===== src/rtl/s2m_pkg.sv =====
package s2m_pkg;
    localparam int WORD_LANES   = 4;
    localparam int WORD_BITS    = WORD_LANES * 8;

    // descriptor word offsets in bytes
    localparam int OFS_NEXT     = 0;
    localparam int OFS_FLAGS    = 8;
    localparam int OFS_END      = 12;
    localparam int CTX_OFS_CTRL = 4;
    localparam int FETCH_WORDS  = 4;

    // flag word bit positions
    localparam int FLG_LAST     = 0;
    localparam int FLG_IRQ      = 4;
    localparam int FLG_PKT_END  = 11;
    localparam int CTX_OFF_BIT  = 15;

    // raw interrupt vector
    localparam int RAW_BITS     = 4;

    typedef enum logic [3:0] {
        ST_IDLE,
        ST_FETCH,
        ST_DATA,
        ST_FLUSH,
        ST_WB_FLAGS,
        ST_WB_END,
        ST_CTX_RD,
        ST_CTX_WR,
        ST_HALT
    } eng_state_e;
endpackage


===== src/rtl/s2m_byte_packer.sv =====
module s2m_byte_packer #(
    parameter int LANES = 4,
    localparam int LB   = $clog2(LANES)
) (
    input  logic               clk,
    input  logic               rst_n,
    input  logic               take_i,
    input  logic [LB-1:0]      lane_i,
    input  logic [7:0]         byte_i,
    input  logic               clear_i,
    output logic [LANES*8-1:0] word_o,
    output logic [LANES-1:0]   be_o
);
    typedef struct packed {
        logic [LANES*8-1:0] word;
        logic [LANES-1:0]   be;
    } pk_t;

    pk_t pk_d, pk_q;
    logic [LANES-1:0] hit;

    for (genvar g = 0; g < LANES; g++) begin : g_lane
        assign hit[g] = take_i && (lane_i == LB'(g));
    end

    always_comb begin
        pk_d = pk_q;
        if (clear_i) begin
            pk_d.word = '0;
            pk_d.be   = '0;
        end
        for (int i = 0; i < LANES; i++) begin
            if (hit[i]) begin
                pk_d.word[i*8 +: 8] = byte_i;
                pk_d.be[i]          = 1'b1;
            end
        end
    end

    always_ff @(posedge clk or negedge rst_n) begin
        if (!rst_n) pk_q <= '0;
        else        pk_q <= pk_d;
    end

    assign word_o = pk_q.word;
    assign be_o   = pk_q.be;
endmodule


===== src/rtl/s2m_irq_raw.sv =====
module s2m_irq_raw #(
    parameter int NB = 4
) (
    input  logic          clk,
    input  logic          rst_n,
    input  logic [NB-1:0] set_i,
    input  logic [NB-1:0] clr_i,
    output logic [NB-1:0] raw_o,
    output logic          event_o
);
    typedef struct packed {
        logic [NB-1:0] raw;
        logic          evt;
    } irq_t;

    irq_t ir_d, ir_q;

    always_comb begin
        ir_d     = ir_q;
        ir_d.raw = (ir_q.raw & ~clr_i) | set_i;
        ir_d.evt = |(set_i & ~ir_q.raw);
    end

    always_ff @(posedge clk or negedge rst_n) begin
        if (!rst_n) ir_q <= '0;
        else        ir_q <= ir_d;
    end

    assign raw_o   = ir_q.raw;
    assign event_o = ir_q.evt;
endmodule


===== src/rtl/s2m_dma_engine.sv =====
module s2m_dma_engine
    import s2m_pkg::*;
#(
    parameter int AW = 32
) (
    input  logic                 clk,
    input  logic                 rst_n,
    input  logic                 start_i,
    input  logic [AW-1:0]        desc_addr_i,
    input  logic [AW-1:0]        ctx_addr_i,
    input  logic                 s_valid_i,
    input  logic [7:0]           s_data_i,
    input  logic                 s_last_i,
    output logic                 s_ready_o,
    output logic                 mem_req_o,
    output logic                 mem_we_o,
    output logic [AW-1:0]        mem_addr_o,
    output logic [WORD_BITS-1:0] mem_wdata_o,
    output logic [WORD_LANES-1:0] mem_be_o,
    input  logic                 mem_ack_i,
    input  logic [WORD_BITS-1:0] mem_rdata_i,
    input  logic [RAW_BITS-1:0]  intr_clr_i,
    output logic [RAW_BITS-1:0]  intr_raw_o,
    output logic                 intr_event_o,
    output logic                 eol_o,
    output logic                 busy_o
);
    localparam int LB = $clog2(WORD_LANES);
    localparam int IW = $clog2(FETCH_WORDS);

    typedef struct packed {
        eng_state_e           st;
        logic [IW-1:0]        idx;
        logic [AW-1:0]        dptr;
        logic [AW-1:0]        cptr;
        logic [AW-1:0]        nxt;
        logic [AW-1:0]        bptr;
        logic [AW-1:0]        endp;
        logic [WORD_BITS-1:0] flags;
        logic [WORD_BITS-1:0] ctxw;
        logic                 close_pend;
        logic                 eop_pend;
        logic                 eol;
    } eng_t;

    eng_t cs_d, cs_q;

    logic                  pk_take, pk_clear;
    logic [WORD_BITS-1:0]  pk_word;
    logic [WORD_LANES-1:0] pk_be;
    logic                  close_now, close_eop;
    logic [RAW_BITS-1:0]   irq_set;
    logic [AW-1:0]         bptr_inc;
    logic [AW-1:0]         last_byte;

    assign bptr_inc  = cs_q.bptr + AW'(1);
    assign last_byte = cs_q.bptr - AW'(1);

    always_comb begin
        cs_d        = cs_q;
        s_ready_o   = 1'b0;
        mem_req_o   = 1'b0;
        mem_we_o    = 1'b0;
        mem_addr_o  = '0;
        mem_wdata_o = '0;
        mem_be_o    = '0;
        pk_take     = 1'b0;
        pk_clear    = 1'b0;
        close_now   = 1'b0;
        close_eop   = 1'b0;
        irq_set     = '0;

        unique case (cs_q.st)
            ST_IDLE, ST_HALT: begin
                if (start_i) begin
                    cs_d.dptr = desc_addr_i;
                    cs_d.cptr = ctx_addr_i;
                    cs_d.idx  = '0;
                    cs_d.eol  = 1'b0;
                    cs_d.st   = ST_FETCH;
                end
            end
            ST_FETCH: begin
                mem_req_o  = 1'b1;
                mem_addr_o = cs_q.dptr + AW'({cs_q.idx, 2'b00});
                if (mem_ack_i) begin
                    unique case (cs_q.idx)
                        2'd0:    cs_d.nxt   = mem_rdata_i[AW-1:0];
                        2'd1:    cs_d.bptr  = mem_rdata_i[AW-1:0];
                        2'd2:    cs_d.flags = mem_rdata_i;
                        default: cs_d.endp  = mem_rdata_i[AW-1:0];
                    endcase
                    cs_d.idx = cs_q.idx + IW'(1);
                    if (cs_q.idx == IW'(FETCH_WORDS - 1)) begin
                        if (cs_q.bptr == mem_rdata_i[AW-1:0]) close_now = 1'b1;
                        else                                  cs_d.st   = ST_DATA;
                    end
                end
            end
            ST_DATA: begin
                s_ready_o = 1'b1;
                if (s_valid_i) begin
                    pk_take   = 1'b1;
                    cs_d.bptr = bptr_inc;
                    if ((cs_q.bptr[LB-1:0] == LB'(WORD_LANES - 1)) ||
                        (bptr_inc == cs_q.endp) || s_last_i) begin
                        cs_d.st         = ST_FLUSH;
                        cs_d.close_pend = (bptr_inc == cs_q.endp) || s_last_i;
                        cs_d.eop_pend   = s_last_i;
                    end
                end
            end
            ST_FLUSH: begin
                mem_req_o   = 1'b1;
                mem_we_o    = 1'b1;
                mem_addr_o  = {last_byte[AW-1:LB], LB'(0)};
                mem_wdata_o = pk_word;
                mem_be_o    = pk_be;
                if (mem_ack_i) begin
                    pk_clear = 1'b1;
                    if (cs_q.close_pend) begin
                        close_now = 1'b1;
                        close_eop = cs_q.eop_pend;
                    end else begin
                        cs_d.st = ST_DATA;
                    end
                end
            end
            ST_WB_FLAGS: begin
                mem_req_o   = 1'b1;
                mem_we_o    = 1'b1;
                mem_addr_o  = cs_q.dptr + AW'(OFS_FLAGS);
                mem_wdata_o = cs_q.flags;
                mem_be_o    = '1;
                if (mem_ack_i) cs_d.st = ST_WB_END;
            end
            ST_WB_END: begin
                mem_req_o   = 1'b1;
                mem_we_o    = 1'b1;
                mem_addr_o  = cs_q.dptr + AW'(OFS_END);
                mem_wdata_o = WORD_BITS'(cs_q.endp);
                mem_be_o    = '1;
                if (mem_ack_i) begin
                    if (cs_q.flags[FLG_LAST]) begin
                        cs_d.st = ST_CTX_RD;
                    end else begin
                        cs_d.dptr = cs_q.nxt;
                        cs_d.idx  = '0;
                        cs_d.st   = ST_FETCH;
                    end
                end
            end
            ST_CTX_RD: begin
                mem_req_o  = 1'b1;
                mem_addr_o = cs_q.cptr + AW'(CTX_OFS_CTRL);
                if (mem_ack_i) begin
                    cs_d.ctxw              = mem_rdata_i;
                    cs_d.ctxw[CTX_OFF_BIT] = 1'b1;
                    cs_d.st                = ST_CTX_WR;
                end
            end
            ST_CTX_WR: begin
                mem_req_o   = 1'b1;
                mem_we_o    = 1'b1;
                mem_addr_o  = cs_q.cptr + AW'(CTX_OFS_CTRL);
                mem_wdata_o = cs_q.ctxw;
                mem_be_o    = '1;
                if (mem_ack_i) begin
                    cs_d.eol = 1'b1;
                    cs_d.st  = ST_HALT;
                end
            end
            default: cs_d.st = ST_IDLE;
        endcase

        if (close_now) begin
            if (close_eop) cs_d.flags[FLG_PKT_END] = 1'b1;
            cs_d.endp       = cs_d.bptr;
            cs_d.close_pend = 1'b0;
            cs_d.eop_pend   = 1'b0;
            cs_d.st         = ST_WB_FLAGS;
            irq_set         = {close_eop, 1'b0, cs_d.flags[FLG_IRQ], cs_d.flags[FLG_IRQ]};
        end
    end

    always_ff @(posedge clk or negedge rst_n) begin
        if (!rst_n) begin
            cs_q    <= '0;
            cs_q.st <= ST_IDLE;
        end else begin
            cs_q <= cs_d;
        end
    end

    s2m_byte_packer #(.LANES(WORD_LANES)) u_pack (
        .clk     (clk),
        .rst_n   (rst_n),
        .take_i  (pk_take),
        .lane_i  (cs_q.bptr[LB-1:0]),
        .byte_i  (s_data_i),
        .clear_i (pk_clear),
        .word_o  (pk_word),
        .be_o    (pk_be)
    );

    s2m_irq_raw #(.NB(RAW_BITS)) u_irq (
        .clk     (clk),
        .rst_n   (rst_n),
        .set_i   (irq_set),
        .clr_i   (intr_clr_i),
        .raw_o   (intr_raw_o),
        .event_o (intr_event_o)
    );

    assign eol_o  = cs_q.eol;
    assign busy_o = (cs_q.st != ST_IDLE) && (cs_q.st != ST_HALT);
endmodule


===== config.mk =====
export PLATFORM = sky130hd
export DESIGN_NAME = s2m_dma_engine
export DESIGN_NICKNAME = d
export VERILOG_FILES = /design/src/rtl/s2m_pkg.sv /design/src/rtl/s2m_byte_packer.sv /design/src/rtl/s2m_irq_raw.sv /design/src/rtl/s2m_dma_engine.sv
export SDC_FILE = /design/constraint.sdc
export NUM_CORES = 1
export LEC_CHECK = 0
export ABC_AREA = 1
export BUFFER_PORTS_ARGS = -buffer_cell sky130_fd_sc_hd__buf_4
export CAP_MARGIN = 20
export CORE_MARGIN = 2
export CORE_UTILIZATION = 55
export CTS_BUF_LIST = sky130_fd_sc_hd__clkbuf_8
export DETAILED_ROUTE_END_ITERATION = 6
export PLACE_DENSITY = 0.76
export REMOVE_ABC_BUFFERS = 1
export SLEW_MARGIN = 20
export SYNTH_ARGS = -nofsm -noshare
export SYNTH_HDL_FRONTEND = slang
export SYNTH_HIERARCHICAL = 1
export SYNTH_SLANG_ARGS = --single-unit

===== constraint.sdc =====
create_clock -name clk -period 3.79 [get_ports clk]
set_clock_uncertainty 0.2 [all_clocks]
set_input_delay 0.379 -clock clk [delete_from_list [all_inputs] [get_ports clk]]
set_output_delay 0.379 -clock clk [all_outputs]
set_load 0.05 [all_outputs]

==> results.cfg <==
[synth]
syn_area_per_cell_um2 = 6.94
ys_seq_area_share_pct = 38.9
synth_top_cell_by_area = dfrtp_1
synth_warnings = 6
synth_cells = 2540
synth_edf_count = 0
synth_area_leaders = dfrtp_1, nand2_1, o21ai_0, nand3_1, inv_1
syn-cell-area_um2 = 17600
ys_types = 54
ys_ff_latch = 274
synth_top_area_share_pct = 38.9
async_reset_ff_share_pct = 100
synth_ff_type = dfrtp_1

[power_and_ir_drop]
p_leak_nw = 10.4
power_density_nw_per_um2 = 770
peakVddDrop_mv = 0.414

[critical_path]
cp_cell_sequence = nor2_4 -> inv_2 -> nor2_4 -> inv_2 -> nand2_4 -> ha_4 -> inv_2 -> fa_2 -> nor2_4 -> inv_2 -> nor2_4 -> inv_2 -> nor2_4 -> nand2_4 -> nor3_4 -> o22ai_2 -> a31oi_4 -> o21ai_2 -> buf_6
cpPeakStageDelay_ps = 410
cp-end-kind = primary output
critPathLaunchType = register
crit_fanout = 3
worstPathArrival_ps = 3270
r2r_setup_slack_ps = 360
worst-path-buf-inv = 6
path_class = register to primary output
critPathSlowestCell = dfrtp_1
required_ps = 3210
crit_family = simple AND/OR/NAND/NOR gates

[floorplan]
num_io_pins = 192
fp.coreArea_um2 = 31600
die_h_um = 183
start_util_pct = 55.9
die_w_um = 183
die_area_um2 = 33500
rows = 65

[finish]
fin_cells = 3291
fin_area_um2 = 22400
drive_above_1_share_pct = 18.0
fin_nets = 2973
final_cell_mix = nand2_1, dfrtp_1, o21ai_0
fin_util_pct = 70.9
fillers = 2537
final_common_cell = nand2_1
area_growth_pct = 26.8

[sta]
finalSetupTns_ps = -260
worstMarginPinSlew_ps = 918
setup_violations = 7
maxSlewViolCount = 0
fin_ws_ps = -56.8
relSlewSlack_pct = 38.8
post-route-period-util_pct = 101
hold_viol_final = 0
rsz0062_at_grt = true
fmax_mhz = 260
layout_min_cycle_time_ps = 3850

[clock_network]
insertion_delay_ps = 640
cts_max_level = 2
path_clk_slew_ps = 60
clock-sinks = 274
clock-root-buffer = clkbuf_8
numCtsBuffers = 49
cts_tree = yes
clockBufferDepth = 3

[run_status]
violations = negative setup slack
status = finished with violations

[global_routing]
grt_pass1_vias = 18883
grt_max_degree = 98
overflow = 0
grt_usage_pct = 40.0
grt_pass1_wl_um = 104000
antenna_found_initial = 1

[detailed_routing]
vias = 19593
wl_met3_um = 6530
dr_wl_met2_um = 30400
wl_met1_um = 27200
vias_per_cell = 5.95
drt-pass1-iter-count = 6
drt_iter0_drc = 2048
drc = 0
drt_wl_total_um = 67000
top_layer_used = met5
drtAntennaViolNets = 0
wl_per_cell_um = 20.4

[place]
dpl_worst_slack_ps = 0.554
dp_cells = 3057
placed_cell_area_um2 = 19400
io_buffers = 191
gp_congestion = 1.00
hpwlAfterDp_um = 47500

[worst_hold_path]
hold_class = input pin to register

[job]
maxCapViolCount = 0
-- synth_stat cells (5+ instances only) --
cell,count
nor3_1,32
xor2_1,6
nand4_1,68
a21oi_1,82
nor4_1,7
o21bai_1,5
o221ai_1,24
nand2_1,775
nand3_1,188
inv_2,17
o21ai_0,276
o211ai_1,33
nor2_1,184
clkbuf_1,73
nand2_2,10
buf_2,29
o21ai_1,25
o2111ai_1,43
dfrtp_1,274
nand3_2,10
nor2_4,9
inv_1,247
xnor2_1,29
nor2_2,15
buf_4,10
buf_6,9
ha_1,10
-- power breakdown --
part / internal [W] / leakage [nW] / switching (W) / total (W)
registers: 0.00408 / 3.53 / 0.00119 / 0.00527
clock network: 0.00171 / 0.612 / 0.00134 / 0.00305
logic: 0.00286 / 6.24 / 0.00605 / 0.00891
total: 0.00865 / 10.4 / 0.00858 / 0.0172
-- what timing repair did --
action	CTS	global route
hold buffers	108	0
buffers inserted	19	15
gates resized for setup	67	93
endpoints found under the setup margin	20	30
pin swaps	26	33
endpoints found under the hold margin	280	0
-- cell families (layout without fill, tap and decap cells) --
family,count (synthesis),after routing,share of synthesized area (%)
other,1,3,0.0213
and+or+nand+nor,1315,1315,32.4
buffers and inverters,391,738,9.14
muxes,1,1,0.0567
AOI/OAI and AO/OA,511,511,16.8
xor gates and xnor gates,36,36,1.87
adders and majority gates,11,11,0.823
DFF,274,274,38.9
-- state kept, by name, indices dropped and copies added (netlist names) --
name,cells
u_pack/word_o,32
cs_q,232
u_irq/event_o,1
u_pack/be_o,4
u_irq/raw_o,4
eol_o,1
-- through the flow --
step | hold slack, ps | power, W
floorplan | -117 | 0.0104
global placement | 183 | 0.0129
detailed placement | 191 | 0.0131
CTS | 0.898 | 0.0166
global route | 60.5 | 0.0182
finish | 11.5 | 0.0172
-- cell type report --
type	instances	area, um^2	area share [%]
clock inverter	28	219	0.979
tap	402	503	2.25
multi-input combinational	1876	9640	43.1
timing repair buffer	380	3260	14.6
inverter	267	1010	4.50
antenna	1	2.50	0.0112
sequential	274	6860	30.7
clock buffer	63	867	3.88
-- final timing paths --
path,end,cells past startpoint,start
max in group asynchronous,cs_q[225],3,rst_n
min in group asynchronous,cs_q[196],2,rst_n
hold / removal,cs_q[220],5,desc_addr_i[25]
setup reg to reg,cs_q[229],20,cs_q[99]
hold reg to reg,cs_q[18],2,cs_q[18]
setup / recovery,mem_addr_o[30],19,cs_q[232]
-- routing by layer --
layer / global-route usage, % / vias to the layer above
li1: - / 9068
met1: 53.6 / 9235
met2: 63.1 / 1088
met3: 7.82 / 200
met4: 18.0 / 2
met5: 0 / -
-- worst min-delay path: stages --
cell      delay [ps]
buf_4             80
nand2_1           40
nand2_1           80
o211ai_1         110
o21ai_0           90
No activity file was read; power rests on OpenSTA's default activity.
